### src/rtl/raster_timing.sv
module raster_timing #(
  parameter int W = 12
) (
  input  logic         clk,
  input  logic         rst_n,
  input  logic         wr_en,
  input  logic [3:0]   wr_addr,
  input  logic [W-1:0] wr_data,
  input  logic [1:0]   rd_sel,
  input  logic         ext_hsync_n,
  input  logic         ext_vsync_n,
  output logic [W-1:0] rd_data,
  output logic         hsync_n,
  output logic         vsync_n,
  output logic         hblank_n,
  output logic         vblank_n,
  output logic         csync_n
);
  localparam logic [W-1:0] ONE = W'(1);
  localparam logic [4:0] CTRL_RST = 5'b11010;

  logic [W-1:0] h_total, h_sw, h_be, h_bs, h_pre;
  logic [W-1:0] v_total, v_sw, v_be, v_bs, v_pre;
  logic [W-1:0] alt_base;
  logic [4:0]   ctrl;
  logic [W-1:0] hcount, vcount, row_addr;
  logic [2:0]   hs_sr, vs_sr;

  wire show_alt = ctrl[0];
  wire blank_en = ctrl[1];
  wire comp_en  = ctrl[2];
  wire int_h    = ctrl[3];
  wire int_v    = ctrl[4];

  always_ff @(posedge clk) begin
    if (!rst_n) begin
      h_total <= '0; h_sw <= '0; h_be <= '0; h_bs <= '0; h_pre <= '0;
      v_total <= '0; v_sw <= '0; v_be <= '0; v_bs <= '0; v_pre <= '0;
      alt_base <= '0;
      ctrl <= CTRL_RST;
    end else if (wr_en) begin
      case (wr_addr)
        4'd0:  h_total  <= wr_data;
        4'd1:  h_sw     <= wr_data;
        4'd2:  h_be     <= wr_data;
        4'd3:  h_bs     <= wr_data;
        4'd4:  h_pre    <= wr_data;
        4'd5:  v_total  <= wr_data;
        4'd6:  v_sw     <= wr_data;
        4'd7:  v_be     <= wr_data;
        4'd8:  v_bs     <= wr_data;
        4'd9:  v_pre    <= wr_data;
        4'd10: alt_base <= wr_data;
        4'd11: ctrl     <= wr_data[4:0];
        default: ;
      endcase
    end
  end

  always_ff @(posedge clk) begin
    if (!rst_n) begin
      hs_sr <= 3'b111;
      vs_sr <= 3'b111;
    end else begin
      hs_sr <= {hs_sr[1:0], ext_hsync_n};
      vs_sr <= {vs_sr[1:0], ext_vsync_n};
    end
  end

  wire ext_hload = !int_h && hs_sr[2] && !hs_sr[1];
  wire ext_vload = !int_v && vs_sr[2] && !vs_sr[1];
  wire h_term    = (hcount == h_total - ONE);
  wire v_term    = (vcount == v_total - ONE);
  wire line_end  = h_term || ext_hload;

  wire h_in_blank = (hcount >= h_bs) || (hcount < h_be);
  wire v_in_blank = (vcount >= v_bs) || (vcount < v_be);

  always_ff @(posedge clk) begin
    if (!rst_n)          hcount <= '0;
    else if (ext_hload)  hcount <= h_pre;
    else if (h_term)     hcount <= int_h ? h_pre : '0;
    else                 hcount <= hcount + ONE;
  end

  always_ff @(posedge clk) begin
    if (!rst_n)          vcount <= '0;
    else if (ext_vload)  vcount <= v_pre;
    else if (line_end)   vcount <= v_term ? (int_v ? v_pre : '0) : vcount + ONE;
  end

  always_ff @(posedge clk) begin
    if (!rst_n)
      row_addr <= '0;
    else if (hcount == '0 && vcount == v_bs)
      row_addr <= show_alt ? alt_base : '0;
    else if (hcount == h_bs && !v_in_blank)
      row_addr <= row_addr + ONE;
  end

  always_comb begin
    case (rd_sel)
      2'd0:    rd_data = hcount;
      2'd1:    rd_data = vcount;
      2'd2:    rd_data = row_addr;
      default: rd_data = '0;
    endcase
  end

  assign hsync_n  = !(hcount < h_sw);
  assign vsync_n  = !(vcount < v_sw);
  assign hblank_n = blank_en && !h_in_blank;
  assign vblank_n = blank_en && !v_in_blank;
  assign csync_n  = comp_en ? !(hsync_n ^ vsync_n) : hsync_n;
endmodule

### config.mk
export PLATFORM = sky130hd
export DESIGN_NAME = raster_timing
export DESIGN_NICKNAME = d
export VERILOG_FILES = /design/src/rtl/raster_timing.sv
export SDC_FILE = /design/constraint.sdc
export NUM_CORES = 1
export LEC_CHECK = 0
export BUFFER_PORTS_ARGS = -buffer_cell sky130_fd_sc_hd__buf_2
export CORE_ASPECT_RATIO = 1.2
export CORE_MARGIN = 4
export CORE_UTILIZATION = 58
export CTS_BUF_LIST = sky130_fd_sc_hd__clkbuf_8
export DETAILED_ROUTE_END_ITERATION = 10
export HOLD_SLACK_MARGIN = 0.1
export PLACE_DENSITY = 0.79
export SLEW_MARGIN = 30
export SYNTH_ARGS = -nofsm -noshare
export SYNTH_HDL_FRONTEND = slang
export SYNTH_SLANG_ARGS = --single-unit
### constraint.sdc
create_clock -name clk -period 3.2 [get_ports clk]
set_input_delay 0.48 -clock clk [delete_from_list [all_inputs] [get_ports clk]]
set_output_delay 0.48 -clock clk [all_outputs]
set_load 0.02 [all_outputs]
==> metrics.cfg <==
[synthesis]
yosysWarnings=0
synth-seq-cells=179
async_flop_share=0
synth_edf_count=0
synthTopCellsByArea=dfxtp_1 36%, mux2i_1 12%, ha_1 9.3%
ys_seq_area_frac=0.362
synth_top_area_cell=dfxtp_1
netlist.area_leader.share=0.362
syn_area_um2=9900
netlist_instances=1173
syn_nets=1270
syn_area_per_cell_um2=8.44
ys.flop_type=dfxtp_1
synth.distinct_cells=62

[clock_tree]
clkLatencyLatePin_ps=470
cts_made_buffers=17
clkTransAtPathRegs_ps=100
htree_levels=4
cts_tree=yes
clkSinkCount=179
cts_hold_buffers=0
cts-root-buf=clkbuf_8
cts_buffer_depth=2
post-cts-setup-buffers=0

[timing]
clock.fmax_mhz=315
period_needed_ps=3170
maxSlewHeadroom=0.461
hold_violations=0
rsz0062_at_grt=true
slew_violations=0
finalCritPeriodShare=0.991
tightestPinTransition_ps=806
finalClockSkew_ps=12.3
tns_ps=0
setup_violations=0

[worst_hold_path]
holdPathEnd=hs_sr[0]
holdCritStartpoint=ext_hsync_n
hold_path.class=in2reg
min_path_cells=2

[worst_setup_path]
critPathKind=reg2out
crit_path_start_kind=register
crit_required_ps=2720
reg2reg_depth=11
end_kind=output port
crit_arrival_ps=2690
path_cells=ha_1 -> a21o_1 -> a211o_1 -> a221oi_1 -> o21ai_1 -> nor3b_2 -> buf_2
r2r_end=vcount[0]
r2r-start=h_total[0]
reg2reg_setup_slack_ps=160
path_delay_family=compound AO/OA/AOI/OAI gates
critical_path_buf_inv_count=1
crit_slowest_cell=dfxtp_1
cpPeakStageDelay_ps=430
cp_max_fo=3

[global_route]
grtUsageTotal=0.285
grt_max_degree=72
antenna_found_initial=0
grt_pass1_wl_mm=42.7
grt_pass1_vias=8268
overflow=0

[cells_and_area]
synthToLayoutAreaGrowth_pct=9.53
final_cell_mix=175 x dfxtp_1, 139 x nor2_1, 125 x nand2_1
multiInputGateArea_um2=5740
layout-drive-gt1-share=0.116
nFillCells=1416
layout.nets=1305
ff_latch_area_um2=3590
final_common_cell=dfxtp_1

[floorplan]
core_area_um2=16900
rows=52
die_w_um=127
boundaryPins=40
initial_core_util=0.588
dieArea_um2=19200
die_h_um=151

[route]
num_vias=8608
antenna_left=0
drt_iter0_markers=888
drt_wl_total_mm=27.5
drc_errors=0
viasPerCell=5.99
dr.pass1.iters=6
wl_per_cell_um=19.1

[placement]
dp.final_hpwl_mm=18.6
port_buffers=39
gp_congestion=0.920

[power_and_ir_drop]
p_total_mw=4.23
leakagePower_nw=4.50
power_density_nw_per_um2=390
peakVddDrop_uv=255

[run]
drv_cap=0

[status]
status=completed

cell families after synthesis:
kind of cell | share of synthesized area
and+or+nand+nor | 0.189
AOI/OAI and AO/OA | 0.136
DFF | 0.362
buffers and inverters | 0.0605
muxes | 0.119
adders and majority gates | 0.0935
xor gates and xnor gates | 0.0398
worst max-delay path by stage:
stage	from	to	slack, ps	cells past startpoint
6_report	vcount[2]	vblank_n	30	7
3_5_place_dp	h_total[3]	vcount[0]	140	9
3_3_place_gp	h_total[3]	vcount[10]	210	9
4_1_cts	vcount[1]	csync_n	50	9
2_1_floorplan	vcount[0]	row_addr[3]	190	11
5_1_grt	v_bs[3]	vblank_n	-2	9
through the flow:
stage | hold slack (ps) | instances | util | instance area [um^2] | setup slack, ps
6_report | 196 | 1438 | 0.644 | 10800 | 30.0
5_1_grt | 196 | 1437 | 0.644 | 10800 | -2.28
4_1_cts | 181 | 1437 | 0.642 | 10800 | 50.2
3_5_place_dp | 393 | 1405 | 0.619 | 10400 | 137
3_3_place_gp | 393 | 1405 | 0.619 | 10400 | 211
2_1_floorplan | 386 | 1173 | - | 9900 | 187
area by class of cell:
cell class	instances	area share
Multi-Input combinational cell	840	0.530
Sequential cell	179	0.331
Timing Repair Buffer	84	0.0491
Inverter	86	0.0300
Clock buffer	20	0.0254
Tap cell	216	0.0249
Clock inverter	12	0.00992
Antenna cell	1	0.000231
cells in the mapped netlist (3+ instances only):
cell	count
and3_1	9
nor4_1	9
mux2i_1	118
a32o_1	7
buf_1	9
dfxtp_1	179
or4_1	4
a31o_2	4
o21a_1	4
o21ai_0	32
a21oi_1	52
o31ai_1	3
a32oi_1	7
clkbuf_1	54
o2bb2ai_1	5
nor2b_1	5
a21o_1	24
xor2_1	18
xnor2_1	27
nand4_1	13
or3b_2	3
or2_2	3
o22ai_1	4
a31oi_1	4
a21boi_0	3
nand2_1	125
nand3_1	25
and2_1	4
nand3b_1	10
or3_1	14
a211oi_1	10
nand2b_1	14
nor3_1	17
nor2_1	140
nor3b_1	4
inv_1	85
ha_1	74
a22oi_1	16
routing by layer:
metal  global-route usage  wire [um]  vias up
li1                     -          -     4117
met1                0.341      11200     4080
met2                0.465      12900      309
met3               0.0610       1680      102
met4                0.181       1740        0
met5                    0          0        -
power by group:
part | leakage, nW | switching (mW) | internal, mW
logic | 2.86 | 0.284 | 0.154
clock network | 0.190 | 0.832 | 0.676
registers | 1.45 | 0.0273 | 2.26
what timing repair did:
item | in CTS | in global routing
endpoints found under the hold margin | 0 | 0
endpoints found under the setup margin | 2 | 6
gates resized for setup | 4 | 7
pin swaps | 0 | 0
Power figures use the tool's default switching activity.
